<file path="src/rtl/atten_pkg.sv">
package atten_pkg;
  parameter int unsigned ATT_W      = 6;
  parameter int unsigned SYNC_DEPTH = 2;
  parameter int unsigned SEL_W      = 2;

  typedef enum logic {
    MODE_PAR = 1'b0,
    MODE_SER = 1'b1
  } ctrl_mode_e;
endpackage

</file>
<file path="src/rtl/atten_sync.sv">
module atten_sync #(
  parameter int unsigned W      = 4,
  parameter int unsigned STAGES = 2
) (
  input  logic         clk,
  input  logic         rst,
  input  logic [W-1:0] d_i,
  output logic [W-1:0] q_o
);
  logic [STAGES-1:0][W-1:0] stage_q;

  // Reset loads the live input into every stage so no false edge follows reset.
  always_ff @(posedge clk) begin
    if (rst) begin
      for (int i = 0; i < STAGES; i++) stage_q[i] <= d_i;
    end else begin
      stage_q[0] <= d_i;
      for (int i = 1; i < STAGES; i++) stage_q[i] <= stage_q[i-1];
    end
  end

  assign q_o = stage_q[STAGES-1];
endmodule

</file>
<file path="src/rtl/atten_rise.sv">
module atten_rise #(
  parameter int unsigned W = 2
) (
  input  logic         clk,
  input  logic         rst,
  input  logic [W-1:0] lvl_i,
  output logic [W-1:0] rise_o
);
  logic [W-1:0] prev_q;

  always_ff @(posedge clk) begin
    if (rst) prev_q <= lvl_i;
    else     prev_q <= lvl_i;
  end

  assign rise_o = lvl_i & ~prev_q;
endmodule

</file>
<file path="src/rtl/atten_shreg.sv">
module atten_shreg #(
  parameter int unsigned W = 6
) (
  input  logic         clk,
  input  logic         rst,
  input  logic [W-1:0] preset_i,
  input  logic         shift_en_i,
  input  logic         bit_i,
  output logic [W-1:0] q_o
);
  always_ff @(posedge clk) begin
    if (rst)             q_o <= preset_i;
    else if (shift_en_i) q_o <= {q_o[W-2:0], bit_i};
  end
endmodule

</file>
<file path="src/rtl/atten_latch.sv">
module atten_latch
  import atten_pkg::*;
#(
  parameter int unsigned W = 6
) (
  input  logic         clk,
  input  logic         rst,
  input  logic         mode_raw_i,
  input  logic         le_raw_i,
  input  logic [1:0]   sel_raw_i,
  input  logic [W-1:0] par_raw_i,
  input  logic         mode_s_i,
  input  logic         le_s_i,
  input  logic         le_rise_i,
  input  logic [W-1:0] par_s_i,
  input  logic [W-1:0] shreg_i,
  output logic         armed_o,
  output logic         mode_q_o,
  output logic [W-1:0] word_o
);
  localparam logic [W-1:0] ONE      = {{(W-1){1'b0}}, 1'b1};
  localparam logic [W-1:0] PRE_MID  = ONE << (W-2);
  localparam logic [W-1:0] PRE_HIGH = ONE << (W-1);
  localparam logic [W-1:0] PRE_TOP  = {W{1'b1}} ^ ONE;

  logic [W-1:0] reset_word;
  logic         mode_same;

  always_comb begin
    if (ctrl_mode_e'(mode_raw_i) == MODE_SER || le_raw_i) begin
      reset_word = par_raw_i;
    end else begin
      unique case (sel_raw_i)
        2'b01:   reset_word = PRE_MID;
        2'b10:   reset_word = PRE_HIGH;
        2'b11:   reset_word = PRE_TOP;
        default: reset_word = '0;
      endcase
    end
  end

  assign mode_same = (mode_s_i == mode_q_o);

  always_ff @(posedge clk) begin
    if (rst) begin
      mode_q_o <= mode_raw_i;
      armed_o  <= 1'b1;
    end else if (!mode_same) begin
      mode_q_o <= mode_s_i;
      armed_o  <= 1'b0;
    end else if (le_rise_i) begin
      armed_o  <= 1'b1;
    end
  end

  always_ff @(posedge clk) begin
    if (rst) begin
      word_o <= reset_word;
    end else if (armed_o && le_s_i && mode_same) begin
      word_o <= (ctrl_mode_e'(mode_s_i) == MODE_SER) ? shreg_i : par_s_i;
    end
  end
endmodule

</file>
<file path="src/rtl/atten_ctrl_top.sv">
module atten_ctrl_top
  import atten_pkg::*;
#(
  parameter int unsigned W      = ATT_W,
  parameter int unsigned STAGES = SYNC_DEPTH
) (
  input  logic         clk,
  input  logic         rst,
  input  logic         mode_serial_i,
  input  logic         ser_data_i,
  input  logic         ser_clk_i,
  input  logic         latch_en_i,
  input  logic [W-1:0] par_word_i,
  input  logic [1:0]   preset_sel_i,
  output logic [W-1:0] atten_o
);
  localparam int unsigned SV_W = W + 4;

  logic [SV_W-1:0] sync_in, sync_out;
  logic            mode_s, le_s, sclk_s, sdata_s;
  logic [W-1:0]    par_s;
  logic [1:0]      rise_vec;
  logic            sclk_rise, le_rise;
  logic [W-1:0]    shreg_q;
  logic            armed, mode_q;

  assign sync_in = {mode_serial_i, latch_en_i, ser_clk_i, ser_data_i, par_word_i};

  atten_sync #(.W(SV_W), .STAGES(STAGES)) sync_i (
    .clk(clk), .rst(rst), .d_i(sync_in), .q_o(sync_out)
  );

  assign {mode_s, le_s, sclk_s, sdata_s, par_s} = sync_out;

  atten_rise #(.W(2)) rise_i (
    .clk(clk), .rst(rst), .lvl_i({le_s, sclk_s}), .rise_o(rise_vec)
  );

  assign sclk_rise = rise_vec[0];
  assign le_rise   = rise_vec[1];

  atten_shreg #(.W(W)) shreg_i (
    .clk(clk), .rst(rst), .preset_i(par_word_i),
    .shift_en_i(sclk_rise && (ctrl_mode_e'(mode_s) == MODE_SER)),
    .bit_i(sdata_s), .q_o(shreg_q)
  );

  atten_latch #(.W(W)) latch_i (
    .clk(clk), .rst(rst),
    .mode_raw_i(mode_serial_i), .le_raw_i(latch_en_i),
    .sel_raw_i(preset_sel_i), .par_raw_i(par_word_i),
    .mode_s_i(mode_s), .le_s_i(le_s), .le_rise_i(le_rise),
    .par_s_i(par_s), .shreg_i(shreg_q),
    .armed_o(armed), .mode_q_o(mode_q), .word_o(atten_o)
  );
endmodule

</file>
<file path="config.mk">
export PLATFORM = sky130hd
export DESIGN_NAME = atten_ctrl_top
export DESIGN_NICKNAME = d
export VERILOG_FILES = /design/src/rtl/atten_pkg.sv /design/src/rtl/atten_sync.sv /design/src/rtl/atten_rise.sv /design/src/rtl/atten_shreg.sv /design/src/rtl/atten_latch.sv /design/src/rtl/atten_ctrl_top.sv
export SDC_FILE = /design/constraint.sdc
export NUM_CORES = 1
export LEC_CHECK = 0
export CAP_MARGIN = 10
export CELL_PAD_IN_SITES_DETAIL_PLACEMENT = 2
export CELL_PAD_IN_SITES_GLOBAL_PLACEMENT = 2
export CORE_UTILIZATION = 36
export DETAILED_ROUTE_END_ITERATION = 7
export PLACE_DENSITY = 0.84
export SKIP_CTS_REPAIR_TIMING = 1
export SLEW_MARGIN = 20
export SYNTH_ARGS = -nofsm -noshare
export SYNTH_HDL_FRONTEND = slang
export SYNTH_SLANG_ARGS = --single-unit
</file>
<file path="constraint.sdc">
create_clock -name clk -period 2.8 [get_ports clk]
set_input_delay 0.56 -clock clk [delete_from_list [all_inputs] [get_ports clk]]
set_output_delay 0.56 -clock clk [all_outputs]
set_load 0.01 [all_outputs]
</file>
==> out/metrics.cfg, run 1 <==
[placed_design]
placed_cells=173
place.gp.congestion=0.7123
place_area_um2=1528
dp_hpwl_mm=1.917
io_buffer_count=19
preCtsSetupSlack_ps=754.9

[sta]
relSlewSlack=0.5592
rsz0062_at_grt=false
min_period_ps=1805
setup_viol=0
period_share=0.6447
setup_ws_ps=994.9
slew_violations=0
hold_violations=0
worst_hold_slack_ps=363.7
fmax_mhz=554.0
tightest_slew_ps=660.3
setup-tns-final_ps=0
fin_skew_ps=8.534

[critical_path]
cp.required_ps=2240
crit_chain=clkdlybuf4s50_1
criticalPathCategory=reg2out
critPathArrivalTime_ps=1250
worst-path-max-fanout=1
cp_top_family=buffers and inverters
max_stage_delay_ps=560
r2r_end=latch_i.word_o[4]
ff2ff_path_depth=2
crit_buf_inv=1
cp_slowest_cell=clkdlybuf4s50_1
r2r_setup_slack_ps=1110
critPathLaunchType=flip-flop
end_kind=output port
r2r-start=sync_i.q_o[9]

[floorplanning]
row_count=21
core-area_um2=3416
die_w_um=62.21
chipHeight_um=62.21
die-area_um2=3870
start_util=0.3821
ios=20

[drt]
ant_nets=0
drc=0
vias_per_cell=4.790
drt_wl_total_mm=2.672
wl_per_cell_um=14.76
drt-initial-drc-count=16
dr.pass1.iters=4
vias=867

[grt]
grt_max_degree=40
grt_use_total=0.1571
grtUsageMet1=0.1620
grt_use_met3=0.05699
busiest_layer=met2
grt_pass1_wl_mm=4.533
antenna_found_initial=0
grt_pass1_vias=940
overflow=0
grt_util_met2=0.2830

[final_layout]
fin_nets=148
antenna_cells=0
final_common_cell=dfxtp_1
design_area_um2=1590
syn_to_final_growth_pct=21.86
final_cells=181
drive_gt1_frac=0.1333
final_cell_mix=dfxtp_1 (23), clkdlybuf4s50_1 (19), inv_1 (15), o21ai_0 (15), edfxtp_1 (13)

[hold_path]
hold_class=reg2reg
min_delay_path_depth=0
min_from=sync_i.q_o[7]
min_to=rise_i.prev_q[0]

[clock_tree]
numCtsBuffers=5
cts.sinks=36
clk_latency_ps=330
clockRootBuffer=clkbuf_4
cts_max_level=2
clkTransAtPathRegs_ps=110
cts_tree=done
cts_buffer_depth=2

[power]
ir_drop_mv=0.2208
p_leak_nw=0.6294
p_per_area_nw_per_um2=648.0

[status]
status=finished, final reports clean

[synthesis]
syn_area_per_cell_um2=11.65
yosys_warnings=0
syn-instance-count=112
syn_area_um2=1305
ys_seq_area_frac=0.6520
syn_nets=126
synthDistinctLibCells=24
ys_ff_latch=36

[run]
cap_violations=0

-- layer usage --
metal  vias up  part of all wire
met1       423              0.42
li1        425                 -
met3         4             0.035
met5         -                 0
met2        15              0.53
met4         0             0.016
-- sequential cells by signal, indices dropped and copies added, names as in the netlist --
register / count
latch_i.armed_o: 1
latch_i.word_o: 6
sync_i.stage_q: 10
latch_i.mode_q_o: 1
sync_i.q_o: 10
rise_i.prev_q: 2
shreg_i.q_o: 6
-- where the power goes --
part           internal, W  leakage (nW)  switching [W]  total (W)
Sequential        0.000593         0.324      0.0000221   0.000615
Combinational    0.0000644         0.273      0.0000581   0.000122
Clock             0.000123        0.0315       0.000170   0.000293
-- cell families (layout without fill, tap and decap cells) --
group,count (synthesis),count (layout),synth area share
muxes,6,6,0.04890
DFF,36,36,0.6520
xor gates and xnor gates,1,1,0.006713
and+or+nand+nor,18,18,0.08150
buffers and inverters,20,43,0.06807
AOI/OAI and AO/OA,31,31,0.1429
-- synth_stat cells --
master    number  area [µm²]
nand2_1        7       26.28
nand2b_1       2       12.51
inv_1         15       56.30
nor2_2         1       6.260
nor2b_1        4       25.02
buf_6          1       11.26
dfxtp_1       23       460.4
a31o_1         1       8.760
and4bb_2       1       12.51
buf_2          2       10.01
edfxtp_1      13       390.4
a211oi_2       2       25.02
mux2_2         3       33.78
a211oi_1       3       22.52
clkbuf_1       1       3.750
xnor2_1        1       8.760
or2_1          1       6.260
buf_4          1       7.510
o22ai_1        1       6.260
mux2i_1        3       30.03
nor2b_2        2       17.52
a31o_2         1       8.760
a21oi_1        8       40.04
o21ai_0       15       75.07
-- stage by stage --
step                      utilization  total power (W)
after floorplan                     -        0.0006875
after global placement         0.4473        0.0007425
after detailed placement       0.4473        0.0007527
after CTS                      0.4656         0.001045
after global routing           0.4656         0.001078
final                          0.4656         0.001031
-- worst max path at each step --
stage	startpoint	to	slack, ps	cells after the start
3_5_place_dp	rst	latch_i.word_o[2]	750	3
4_1_cts	latch_i.word_o[0]	atten_o[0]	980	1
5_1_grt	latch_i.word_o[0]	atten_o[0]	940	1
3_3_place_gp	rst	latch_i.word_o[3]	830	3
6_report	latch_i.word_o[0]	atten_o[0]	990	1
2_1_floorplan	rst	latch_i.word_o[0]	1540	2
-- area by class of cell --
| cell class | instances | area [µm²] |
|---|---|---|
| fillers | 373 | 1826 |
| flip-flops and latches | 36 | 850.8 |
| multi-input cells | 56 | 365.4 |
| repair buffers | 20 | 197.7 |
| well taps | 46 | 57.56 |
| inverters | 15 | 56.30 |
| clock buffers | 7 | 55.05 |
| clock inverters | 1 | 7.507 |
No activity file was read; power rests on OpenSTA's default activity.
==> run 2: changes to the inputs <==
Settings changed: CORE_UTILIZATION 36 to 34, PLACE_DENSITY 0.84 to 0.8.
Clock period 2.8 ns to 1.73 ns, I/O delays scaled along.
==> out/metrics.cfg, run 2 (synthesis results as in run 1) <==
[final_layout]
final_cell_mix=dfxtp_1 (23), clkdlybuf4s50_1 (19), inv_1 (15), o21ai_0 (15), edfxtp_1 (13)
fin_nets=152  ; +2.7%
reg_top3=sync_i.q_o: 10 flops, sync_i.stage_q: 10 flops
final_core_utilization=0.4481  ; -0.01752
antenna_cells=0  ; unchanged
drive_gt1_frac=0.1439  ; +0.01055
final_common_cell=dfxtp_1
syn_to_final_growth_pct=25.69

[clock_tree]
cts_buffer_depth=2  ; unchanged
clk_latency_ps=290  ; -40 ps
cts_max_level=2  ; unchanged
numCtsBuffers=5  ; unchanged
cts.sinks=36  ; unchanged
clockRootBuffer=clkbuf_8
clkTransAtPathRegs_ps=70  ; -40 ps
cts_tree=done

[drt]
wl_per_cell_um=14.68  ; -0.53%
drt_wl_total_mm=2.746  ; +2.8%
dr.pass1.iters=2  ; -2
vias=886  ; +2.2%
vias_per_cell=4.738  ; -1.1%
ant_nets=0  ; unchanged
drt-initial-drc-count=59  ; +43
drc=0  ; unchanged

[sta]
fin_skew_ps=6.541  ; -1.993 ps
worst_hold_slack_ps=372.8  ; +9.156 ps
setup_viol=0  ; unchanged
setup-tns-final_ps=0  ; unchanged
fmax_mhz=658.9
setup_ws_ps=212.3  ; -782.7 ps
tightest_slew_ps=314.7  ; -345.7 ps
rsz0062_at_grt=false
period_share=0.8773
relSlewSlack=0.7887  ; +0.2295
hold_violations=0  ; unchanged
min_period_ps=1518
slew_violations=0  ; unchanged

[run]
cap_violations=0  ; unchanged

[critical_path]
crit_chain=clkdlybuf4s50_1
criticalPathCategory=reg2out
max_stage_delay_ps=540  ; -20 ps
worst-path-max-fanout=1  ; unchanged
cp_slowest_cell=clkdlybuf4s50_1
cp_top_family=buffers and inverters
cp.required_ps=1380  ; -860 ps
end_kind=output port
critPathArrivalTime_ps=1170  ; -80 ps
crit_buf_inv=1  ; unchanged
critPathLaunchType=flip-flop

[power]
p_int_w=0.001352  ; +73%
p_per_area_nw_per_um2=1072  ; +65%
p_leak_nw=0.6570  ; +4.4%
net-switching-power_w=0.0004062  ; +62%
combinationalPowerShare=0.122  ; +0.003
p_clk_frac=0.315  ; +0.031
switching_share=0.2311  ; -0.01156
pwr-share-seq=0.563  ; -0.034
ir_drop_mv=0.4689  ; +110%

[floorplanning]
row_count=22  ; +4.8%
die_w_um=63.96  ; +2.8%
start_util=0.3565  ; -0.02559
core-area_um2=3661  ; +7.2%
chipHeight_um=63.96  ; +2.8%
ios=20  ; unchanged
die-area_um2=4090  ; +5.7%

[hold_path]
hold_class=reg2reg

[grt]
antenna_found_initial=0  ; unchanged
grt_pass1_vias=987  ; +5.0%
overflow=0  ; unchanged
grt_use_total=0.1567  ; -0.0004187
grt_pass1_wl_mm=4.623  ; +2.0%
grt_max_degree=14  ; -65%

[placed_design]
preCtsSetupSlack_ps=32.63  ; -722.2 ps
dp_hpwl_mm=2.020  ; +5.4%
place.gp.congestion=0.7685  ; +7.9%
io_buffer_count=19  ; unchanged

[status]
status=finished, final reports clean

==> run 2: stage by stage <==
step / cells / instance area (µm²) / power [W]
CTS: 187 / 1640 / 0.001794
global placement: 179 / 1560 / 0.001213
detailed placement: 179 / 1560 / 0.001225
finish: 187 / 1640 / 0.001758
floorplan: 112 / 1305 / 0.001113
global route: 187 / 1640 / 0.001850
==> run 2: area by class of cell <==
cell class / count / area (µm²)
clock inverter: 1 / 3.754
fill: 388 / 2021
multi-input combinational: 56 / 365.4
sequential: 36 / 850.8
tap: 48 / 60.06
timing repair buffer: 24 / 227.7
inverter: 15 / 56.30
clock buffer: 7 / 76.32
==> run 2: worst paths after layout <==
check / from / to / slack, ps / depth (start not counted)
min: sync_i.q_o[7] / rise_i.prev_q[0] / 370 / 0
min reg2reg: sync_i.q_o[7] / rise_i.prev_q[0] / 370 / 0
max reg2reg: latch_i.mode_q_o / latch_i.word_o[5] / 380 / 2
max: latch_i.word_o[0] / atten_o[0] / 210 / 1
==> run 2: power groups by stage <==
stage | registers [W] | logic [W] | clock network [W]
after floorplan | 0.00101 | 0.000104 | 0
after global placement | 0.00101 | 0.000208 | 0
after detailed placement | 0.00101 | 0.000216 | 0
after CTS | 0.000991 | 0.000220 | 0.000583
after global routing | 0.000995 | 0.000238 | 0.000617
final | 0.000989 | 0.000215 | 0.000554
==> run 2: per-layer routing <==
layer	wire, µm	part of all wire	vias up	track usage
li1	-	-	434	-
met1	1200	0.44	427	0.1737
met2	1365	0.50	19	0.2646
met3	132	0.048	6	0.06071
met4	47	0.017	0	0.06818
met5	0	0	-	0
